`src/rtl/bcache_pkg.sv`:
```
// Shared types for the single-line burst cache.
// Assumes: nothing beyond the parameters of the top module.
package bcache_pkg;
    // Refill sequencer states
    typedef enum logic [1:0] {
        FS_IDLE = 2'd0,
        FS_REQ  = 2'd1,
        FS_FILL = 2'd2
    } fill_state_e;
endpackage

```
`src/rtl/bc_tag_match.sv`:
```
// Compares the line part of the CPU address with the stored tag.
// Assumes: the caller passes the address with its word-offset bits already removed.
module bc_tag_match #(
    parameter int TAG_W = 14
) (
    input  logic [TAG_W-1:0] addr_line,
    input  logic [TAG_W-1:0] tag_q,
    input  logic             valid_q,
    output logic             line_eq,
    output logic             hit
);
    // Line equality ignores valid; hit requires it
    always_comb begin
        line_eq = (addr_line == tag_q);
        hit     = valid_q && line_eq;
    end
endmodule

```
`src/rtl/bc_line_store.sv`:
```
// Holds the single cacheline: one word register per burst beat, plus tag and valid.
// Assumes: the fill controller never asserts beat_we and wr_en in the same cycle.
module bc_line_store #(
    parameter int DATA_W = 16,
    parameter int TAG_W  = 14,
    parameter int WORDS  = 4,
    parameter int OFS_W  = 2
) (
    input  logic              clk,
    input  logic              rst_n,
    input  logic              load_tag,
    input  logic [TAG_W-1:0]  new_tag,
    input  logic              beat_we,
    input  logic [OFS_W-1:0]  beat_idx,
    input  logic [DATA_W-1:0] beat_data,
    input  logic              fill_done,
    input  logic              fill_keep,
    input  logic              wr_en,
    input  logic [OFS_W-1:0]  wr_idx,
    input  logic [DATA_W-1:0] wr_data,
    input  logic [OFS_W-1:0]  rd_idx,
    output logic [TAG_W-1:0]  tag_q,
    output logic              valid_q,
    output logic [DATA_W-1:0] rd_word
);
    logic [DATA_W-1:0] words [WORDS];

    // One register per line word; fill beats take precedence over CPU writes
    for (genvar g = 0; g < WORDS; g++) begin : g_word
        logic [DATA_W-1:0] word_q;
        always_ff @(posedge clk) begin
            if (beat_we && beat_idx == OFS_W'(g))
                word_q <= beat_data;
            else if (wr_en && wr_idx == OFS_W'(g))
                word_q <= wr_data;
        end
        assign words[g] = word_q;
    end

    // Tag and valid: cleared on reset, dropped at refill start, set after the last beat
    always_ff @(posedge clk) begin
        if (!rst_n) begin
            tag_q   <= '0;
            valid_q <= 1'b0;
        end else if (load_tag) begin
            tag_q   <= new_tag;
            valid_q <= 1'b0;
        end else if (fill_done) begin
            valid_q <= fill_keep;
        end
    end

    // Read port: word selected by the address offset
    assign rd_word = words[rd_idx];

    // A refill start must not coincide with a completing fill
    assert_no_load_at_done_R4: assert property (@(posedge clk) disable iff (!rst_n)
        load_tag |-> !fill_done);
endmodule

```
`src/rtl/bc_fill_ctrl.sv`:
```
// Refill sequencer: detects a read miss, issues one burst request, counts the
// four beats and decides whether the refreshed line may be marked valid.
// Assumes: the controller returns beats no earlier than the cycle after mem_req.
module bc_fill_ctrl #(
    parameter int WORDS = 4,
    parameter int OFS_W = 2
) (
    input  logic             clk,
    input  logic             rst_n,
    input  logic             rd_req,
    input  logic             hit,
    input  logic             wr_req,
    input  logic             wr_line_eq,
    input  logic             beat_valid,
    output logic             busy,
    output logic             fill_start,
    output logic             mem_req,
    output logic             beat_we,
    output logic [OFS_W-1:0] beat_idx,
    output logic             fill_done,
    output logic             fill_keep
);
    import bcache_pkg::*;

    fill_state_e      state_q;
    logic [OFS_W-1:0] cnt_q;
    logic             stale_q;
    logic             stale_now;

    // Decode strobes from the current state
    always_comb begin
        busy       = (state_q != FS_IDLE);
        fill_start = (state_q == FS_IDLE) && rd_req && !hit;
        mem_req    = (state_q == FS_REQ);
        beat_we    = (state_q == FS_FILL) && beat_valid;
        beat_idx   = cnt_q;
        fill_done  = beat_we && (cnt_q == OFS_W'(WORDS - 1));
        stale_now  = busy && wr_req && wr_line_eq;
        fill_keep  = !(stale_q || stale_now);
    end

    // State, beat counter and stale flag
    always_ff @(posedge clk) begin
        if (!rst_n) begin
            state_q <= FS_IDLE;
            cnt_q   <= '0;
            stale_q <= 1'b0;
        end else begin
            unique case (state_q)
                FS_IDLE: begin
                    if (fill_start) begin
                        state_q <= FS_REQ;
                        cnt_q   <= '0;
                        stale_q <= 1'b0;
                    end
                end
                FS_REQ: begin
                    state_q <= FS_FILL;
                    if (stale_now) stale_q <= 1'b1;
                end
                FS_FILL: begin
                    if (beat_we) cnt_q <= cnt_q + 1'b1;
                    if (fill_done) state_q <= FS_IDLE;
                    if (stale_now) stale_q <= 1'b1;
                end
                default: state_q <= FS_IDLE;
            endcase
        end
    end

    // The burst request lasts exactly one cycle
    assert_req_single_R3: assert property (@(posedge clk) disable iff (!rst_n)
        mem_req |=> !mem_req);
    // A detected miss is followed by a request in the next cycle
    assert_miss_to_req_R3: assert property (@(posedge clk) disable iff (!rst_n)
        fill_start |=> mem_req);
    // The fill stays busy until the fourth beat has been taken
    assert_busy_until_last_R4: assert property (@(posedge clk) disable iff (!rst_n)
        (state_q == FS_FILL && !fill_done) |=> busy);
endmodule

```
`src/rtl/burst_line_cache.sv`:
```
// Single-line direct-mapped read cache sized to one SDRAM burst.
// Hits are served combinationally; misses refill the whole line and the held
// read is then served from it. CPU writes keep the stored copy coherent.
// Assumes: cpu_rd is held until cpu_ack; the memory controller returns
// exactly BURST_WORDS beats per request.
module burst_line_cache #(
    parameter int ADDR_W      = 16,
    parameter int DATA_W      = 16,
    parameter int BURST_WORDS = 4
) (
    input  logic              clk,
    input  logic              rst_n,
    input  logic              cpu_rd,
    input  logic              cpu_wr,
    input  logic [ADDR_W-1:0] cpu_addr,
    input  logic [DATA_W-1:0] cpu_wdata,
    output logic [DATA_W-1:0] cpu_rdata,
    output logic              cpu_ack,
    output logic              mem_req,
    output logic [ADDR_W-1:0] mem_addr,
    input  logic              mem_rvalid,
    input  logic [DATA_W-1:0] mem_rdata
);
    localparam int OFS_W = $clog2(BURST_WORDS);
    localparam int TAG_W = ADDR_W - OFS_W;

    logic [TAG_W-1:0] addr_line;
    logic [OFS_W-1:0] addr_ofs;
    logic [TAG_W-1:0] tag_q;
    logic             line_valid;
    logic             line_eq;
    logic             hit;
    logic             busy;
    logic             fill_start;
    logic             beat_we;
    logic [OFS_W-1:0] beat_idx;
    logic             fill_done;
    logic             fill_keep;
    logic             wr_en;

    // Split the CPU address into line and word offset
    assign addr_line = cpu_addr[ADDR_W-1:OFS_W];
    assign addr_ofs  = cpu_addr[OFS_W-1:0];

    bc_tag_match #(.TAG_W(TAG_W)) match_i (
        .addr_line (addr_line),
        .tag_q     (tag_q),
        .valid_q   (line_valid),
        .line_eq   (line_eq),
        .hit       (hit)
    );

    bc_fill_ctrl #(.WORDS(BURST_WORDS), .OFS_W(OFS_W)) fill_i (
        .clk        (clk),
        .rst_n      (rst_n),
        .rd_req     (cpu_rd),
        .hit        (hit),
        .wr_req     (cpu_wr),
        .wr_line_eq (line_eq),
        .beat_valid (mem_rvalid),
        .busy       (busy),
        .fill_start (fill_start),
        .mem_req    (mem_req),
        .beat_we    (beat_we),
        .beat_idx   (beat_idx),
        .fill_done  (fill_done),
        .fill_keep  (fill_keep)
    );

    bc_line_store #(.DATA_W(DATA_W), .TAG_W(TAG_W), .WORDS(BURST_WORDS), .OFS_W(OFS_W)) store_i (
        .clk       (clk),
        .rst_n     (rst_n),
        .load_tag  (fill_start),
        .new_tag   (addr_line),
        .beat_we   (beat_we),
        .beat_idx  (beat_idx),
        .beat_data (mem_rdata),
        .fill_done (fill_done),
        .fill_keep (fill_keep),
        .wr_en     (wr_en),
        .wr_idx    (addr_ofs),
        .wr_data   (cpu_wdata),
        .rd_idx    (addr_ofs),
        .tag_q     (tag_q),
        .valid_q   (line_valid),
        .rd_word   (cpu_rdata)
    );

    // CPU-side strobes: acknowledge hits and apply write hits only when idle
    always_comb begin
        cpu_ack  = cpu_rd && hit && !busy;
        wr_en    = cpu_wr && hit && !busy;
        mem_addr = {tag_q, {OFS_W{1'b0}}};
    end

    // The line only turns valid on the edge that captures a memory beat
    assert_valid_after_beat_R4: assert property (@(posedge clk) disable iff (!rst_n)
        $rose(line_valid) |-> $past(mem_rvalid));
    // A served read never coincides with a burst request
    assert_ack_no_req_R2: assert property (@(posedge clk) disable iff (!rst_n)
        cpu_ack |-> !mem_req);
    // A write alone, outside a refill, never moves the tag
    assert_write_keeps_tag_R7: assert property (@(posedge clk) disable iff (!rst_n)
        (cpu_wr && !cpu_rd && !busy) |=> $stable(tag_q));
endmodule

```
`config.mk`:
```
export PLATFORM = sky130hd
export DESIGN_NAME = burst_line_cache
export DESIGN_NICKNAME = d
export VERILOG_FILES = /design/src/rtl/bcache_pkg.sv /design/src/rtl/bc_tag_match.sv /design/src/rtl/bc_line_store.sv /design/src/rtl/bc_fill_ctrl.sv /design/src/rtl/burst_line_cache.sv
export SDC_FILE = /design/constraint.sdc
export NUM_CORES = 1
export LEC_CHECK = 0
export BUFFER_PORTS_ARGS = -buffer_cell sky130_fd_sc_hd__buf_2
export CORE_MARGIN = 2
export CORE_UTILIZATION = 55
export CTS_CLUSTER_DIAMETER = 30
export CTS_CLUSTER_SIZE = 16
export DETAILED_ROUTE_END_ITERATION = 8
export GPL_ROUTABILITY_DRIVEN = 0
export GPL_TIMING_DRIVEN = 0
export PLACE_DENSITY = 0.8
export RECOVER_POWER = 50
export SYNTH_ARGS = -nofsm -noshare
export SYNTH_HDL_FRONTEND = slang
export SYNTH_HIERARCHICAL = 1
export SYNTH_SLANG_ARGS = --single-unit
```
`constraint.sdc`:
```
create_clock -name clk -period 4.3 [get_ports clk]
set_input_delay 0.86 -clock clk [delete_from_list [all_inputs] [get_ports clk]]
set_output_delay 0.86 -clock clk [all_outputs]
set_load 0.02 [all_outputs]
```
* Word-level counts from Yosys, hierarchy flattened
Cells that the tools add are included.
** Storage, ports and cells
- Word-level logic and storage cells :: 83
- Input port bits :: 53
- Output and inout port bits :: 34
- Bits in registers :: 84
** Cells by class
- $add $sub $neg :: 1
- Bitwise logic cells :: 2
- Magnitude comparators :: 1
- Multiplexer cells :: 20
- Equal/unequal tests :: 13
- Reductions and logical operators :: 37
** Operator list (number)
- 16-bit two-way mux :: 10
- 16-bit binary-select mux with 2-bit select :: 1
- 1-bit logical AND :: 18
- 14-bit == test :: 1
- 2-bit nonzero test :: 7
- 2-bit == test, second input constant :: 5
- 2-bit two-way mux :: 4
- 2-bit by 1-bit == test with 1-bit output, second input constant :: 3
- 2-bit zero test :: 3
- 2-bit by 1-bit != test with 1-bit output, second input constant :: 3
- 2-bit case mux with 3 select lines :: 1
- 3-bit AND reduction :: 2
- 2-bit case mux with 2 select lines :: 1
- 2-bit OR reduction :: 2
- 3-bit >= comparator, second input constant :: 1
- 1-bit zero test :: 3
- 2-bit NOT with 3-bit output :: 1
- 2-bit by 1-bit adder with 2-bit output, second input constant :: 1
- 1-bit two-way mux :: 2
- 2-bit != test, second input constant :: 1
- 1-bit case mux with 2 select lines :: 1
- 2-bit AND reduction :: 1
- 1-bit logical OR :: 1
- 1-bit NOT :: 1

* Longest topological paths before layout
- Word-level depth :: 7
- Gate-level depth with buffers :: 9
- Mapped depth without buffers :: 7

* Hierarchy
Netlist, hierarchy kept.
** Modules (own cells, without submodules)
- bc_line_store :: cells each 211, area each 3706.1 um^2, seq. area each 2222.1 um^2, instances 1
- bc_fill_ctrl :: cells each 43, area each 375.4 um^2, seq. area each 100.1 um^2, instances 1
- bc_tag_match :: cells each 21, area each 162.7 um^2, seq. area each 0.0 um^2, instances 1
- burst_line_cache :: cells each 5, area each 36.3 um^2, seq. area each 0.0 um^2, instances 1

* Worst setup path before layout
No wires, ideal clock.
- Kind :: input -> register
- From :: input port cpu_addr[11]
- To :: register store_i.g_word[1].word_q[0], enable pin
- Buffers on the path :: 0
- Arrival :: 2.919 ns
- Setup slack :: 0.969 ns
- Stages on the path :: 6
- Setup time :: 0.411 ns
- Data required time :: 3.889 ns
- Cell sequence :: xnor2_1 > nand4_1 > nor4_1 > and3b_1 > nand2b_1 > o21ai_0
** Between the ends
- Longest elaborated chain between the ends :: 6
** Ends and longest elaborated chain
- from (decl) :: RTL line burst_line_cache.sv:15 : input logic [ADDR_W-1:0] cpu_addr,
- 14-bit == test :: RTL line bc_tag_match.sv:14 : line_eq = (addr_line == tag_q);
- 1-bit logical AND :: RTL line bc_tag_match.sv:15 : hit = valid_q && line_eq;
- named net hit :: RTL line burst_line_cache.sv:32 : logic hit;
- 1-bit logical AND (2 in series) :: RTL line burst_line_cache.sv:92 : wr_en = cpu_wr && hit && !busy;
- named net wr_en :: RTL line burst_line_cache.sv:39 : logic wr_en;
- 1-bit logical AND :: RTL line bc_line_store.sv:34 : else if (wr_en && wr_idx == OFS_W'(g))
- 2-bit nonzero test (no source line)
- to (signal assigned) :: RTL line bc_line_store.sv:33 : word_q <= beat_data;
- to (signal assigned) :: RTL line bc_line_store.sv:35 : word_q <= wr_data;
- to (decl) :: RTL line bc_line_store.sv:30 : logic [DATA_W-1:0] word_q;
The timed path passes the listed nets, and every way through them passes these cells.
A chain may end at the register's enable or synchronous reset.

* Worst setup path after layout
- From :: input port mem_rvalid
- To :: register store_i.g_word[0].word_q[8], enable pin
** Between the ends
- Longest elaborated chain between the ends :: 3
** Ends and longest elaborated chain
- from (decl) :: RTL line burst_line_cache.sv:21 : input logic mem_rvalid,
- 1-bit logical AND :: RTL line bc_fill_ctrl.sv:35 : beat_we = (state_q == FS_FILL) && beat_valid;
- named net beat_we :: RTL line burst_line_cache.sv:35 : logic beat_we;
- 1-bit logical AND :: RTL line bc_line_store.sv:32 : if (beat_we && beat_idx == OFS_W'(g))
- 2-bit nonzero test (no source line)
- to (signal assigned) :: RTL line bc_line_store.sv:33
- to (signal assigned) :: RTL line bc_line_store.sv:35
- to (decl) :: RTL line bc_line_store.sv:30
The timed path passes the listed nets, and every way through them passes these cells.

==> metrics <==
CP peak stage delay=~1.2 ns; Post-layout nets=around 440; initial DRC count=between 150 and 200; Final Hold Viols=0; detailed-route wire length=about 8.3 mm; cells after synthesis=280; post-CTS setup buffer count=0; required time worst endpoint=between 4 and 5 ns; MaxCap Viol Count=0; Initial Util=a little under three fifths; # fillers=594; fmax=roughly 280 MHz; CTS tree=done; Synth async-reset ratio=0%; DRC=0; cts repair resizes=0; Synth Area in XOR/XNOR=~2.9%; # hold bufs at CTS=0; Post-Synth Adder-Cell Area=~1.8%; H-tree Lvls=3; total track usage=20.7%; Die Y=~92 µm; total gr overflow=0; DP Wirelength=between 5 and 6 mm; Skew-Pair Late Insertion Delay=around 0.34 ns; Synth top area share=about 45%; clock-pin transition on the worst setup and hold timing paths=~0.08 ns; row cnt=32; Final Non-Filler Cells=a little under 500; fin crit period=between 3 and 4 ns; largest net degree at the start of global routing=17; Crit. End Element=flop; Post-synth top cells=edfxtp_1, mux2_2, dfxtp_1; Post-Syn Area per Cell=roughly 15 µm²; Die X=92.2 µm; clock root buffer=clkbuf_8; total power=1.95 mW; Arr. time, crit path=3.60 ns; Multi-input gate area=approximately 0.0018 mm²; Layout area overhead=16.7%; diode count=0; slowest CP cell=nor3b_1; #FFs+latches synth=84; number of detailed-route iterations in the first pass=4; Final ANT Viol Nets=0; total vias in the final route=about 2600; Synth area leader=edfxtp_1; Distinct cells, synth=39; Register Area=0.00232 mm²; Ports=87; main combinational cell family by area after synthesis=multiplexers; most area-consuming cells after synthesis=edfxtp_1, mux2_2, dfxtp_1, mux4_2, mux2i_1; port buffer count=84; max_slew headroom=under 10%; Placed Cells incl. Taps=~470; first-pass GRT wire length=about 13 mm; Core ar.=0.00765 mm²; initial antenna violation count=0; Top FF cell, synth=edfxtp_1; total CTS buffers=9; vias in the first global route=approximately 2700; Final Skew=~0.0075 ns; leak pwr=1.81 nW; CP Class=in -> reg; WHS Path Cells=2; pin slew with the least headroom to its limit=~1.5 ns; Pwr Density=roughly 400 mW/mm²; setup repair after global routing missed its margin=false; Yosys warnings=6; mux contribution to synthesized area=between 20 and 30%; number of synthesized flops with an enable pin=64; Die Footprint=around 0.0085 mm²; WL per Instance=~17 µm; Max FO, Critical Path=10; Seq/Total Area, Yosys=between 50 and 60%; Slew Limit Fails=0; area fraction in compound gates after synthesis=under 10%; status=finished clean; worst hold path type=reg -> reg; Worst Setup Start Kind=input pin; final setup fails=0; clock sinks=84; CP Cell Sequence=buf_2 > and2_0 > nor3b_1 > clkbuf_1 > o21bai_2 > buf_8; Tcrit/Tclk final=between 80% and 90%; worst vdd ir=approximately 0.27 mV; Simple-Gate Fraction of Synth Area=~7.5%; R2R cell count=7; Max clock buf depth=2; Vias/cell=about 5.4; layout cells sized above 1=a little under half; synthesized cell area=about 0.0043 mm²
## placed cells by master (no fill, tap or decap), types with 3 or more instances in the layout
cell type | netlist | routed
mux4_2 | 16 | 16
mux2i_1 | 17 | 17
nor2b_1 | 15 | 15
mux2_2 | 64 | 63
buf_2 | 6 | 71
buf_4 | 4 | 3
nand4_1 | 4 | 4
ha_1 | 6 | 6
clkinvlp_4 | 0 | 3
o21ai_2 | 0 | 3
dfxtp_1 | 20 | 20
clkbuf_1 | 2 | 24
edfxtp_1 | 64 | 64
inv_1 | 3 | 3
xnor2_1 | 14 | 14
clkbuf_8 | 0 | 9
nand2_1 | 11 | 11
## metrics by stage
step,setup WS (ns),area [µm²],hold slack (ns),utilization [%],TNS [ns]
6_report,0.756,5000,0.481,65.3,0
5_1_grt,0.523,5000,0.511,65.3,0
4_1_cts,1.12,5080,0.488,66.4,0
3_5_place_dp,1.01,4880,0.475,63.8,0
3_3_place_gp,-0.178,4830,0.463,63.2,-7.07
2_1_floorplan,0.969,4280,0.452,-,0
## registers in the layout (all words and copies together) (netlist names)
| signal | cells |
|---|---|
| fill_i/stale_q | 1 |
| store_i/tag_q | 14 |
| store_i/valid_q | 1 |
| store_i/g_word.word_q | 64 |
| fill_i/state_q | 2 |
| fill_i/beat_idx | 2 |
## final timing paths
check                                 startpoint                               endpoint  slack (ns)
setup / recovery                      mem_rvalid  store_i/g_word[0].word_q[8]$_DFFE_PP_        0.76
hold / removal    fill_i/state_q[0]$_SDFFE_PN0P_         fill_i/state_q[0]$_SDFFE_PN0P_        0.48
setup reg to reg  fill_i/state_q[0]$_SDFFE_PN0P_  store_i/g_word[0].word_q[8]$_DFFE_PP_        0.76
hold reg to reg   fill_i/state_q[0]$_SDFFE_PN0P_         fill_i/state_q[0]$_SDFFE_PN0P_        0.48
## cell type report
class                      instances  area share, %
buffer                            14           1.35
clock buffer                       9           2.48
clock inverter                     7           1.50
inverter                           4          0.300
multi-input combinational        179           36.7
sequential                        84           46.5
tap                              102           2.55
timing repair buffer              86           8.61
## cells by family (layout without fill, tap and decap cells)
logic type,after synthesis,count (layout)
buffers and inverters,18,120
DFF,84,84
adders and majority gates,6,6
AOI/OAI and AO/OA,11,11
xor gates and xnor gates,14,14
muxes,97,97
other,1,2
and+or+nand+nor,49,49
## report_power, final
group	total (mW)	switching [mW]	leakage (nW)	internal [mW]
Sequential	0.950	0.0294	0.740	0.920
Combinational	0.435	0.239	0.980	0.197
Clock	0.561	0.290	0.0923	0.271
Total	1.95	0.558	1.81	1.39
## layer usage
metal  vias up  share of wire (%)  track usage, %
li1       1273                  -               -
met3         8                5.3            3.94
met2        86                 52            35.7
met1      1267                 41            26.0
met5         -                  0               0
met4         0                1.1            7.59
## critical path, delay by kind of cell
kind	cells	cell delay, ns
AO/OA/AOI/OAI	1	0.39
buffers and inverters	3	0.94
AND/OR/NAND/NOR	2	1.41
(Power assumes the default switching activity.)
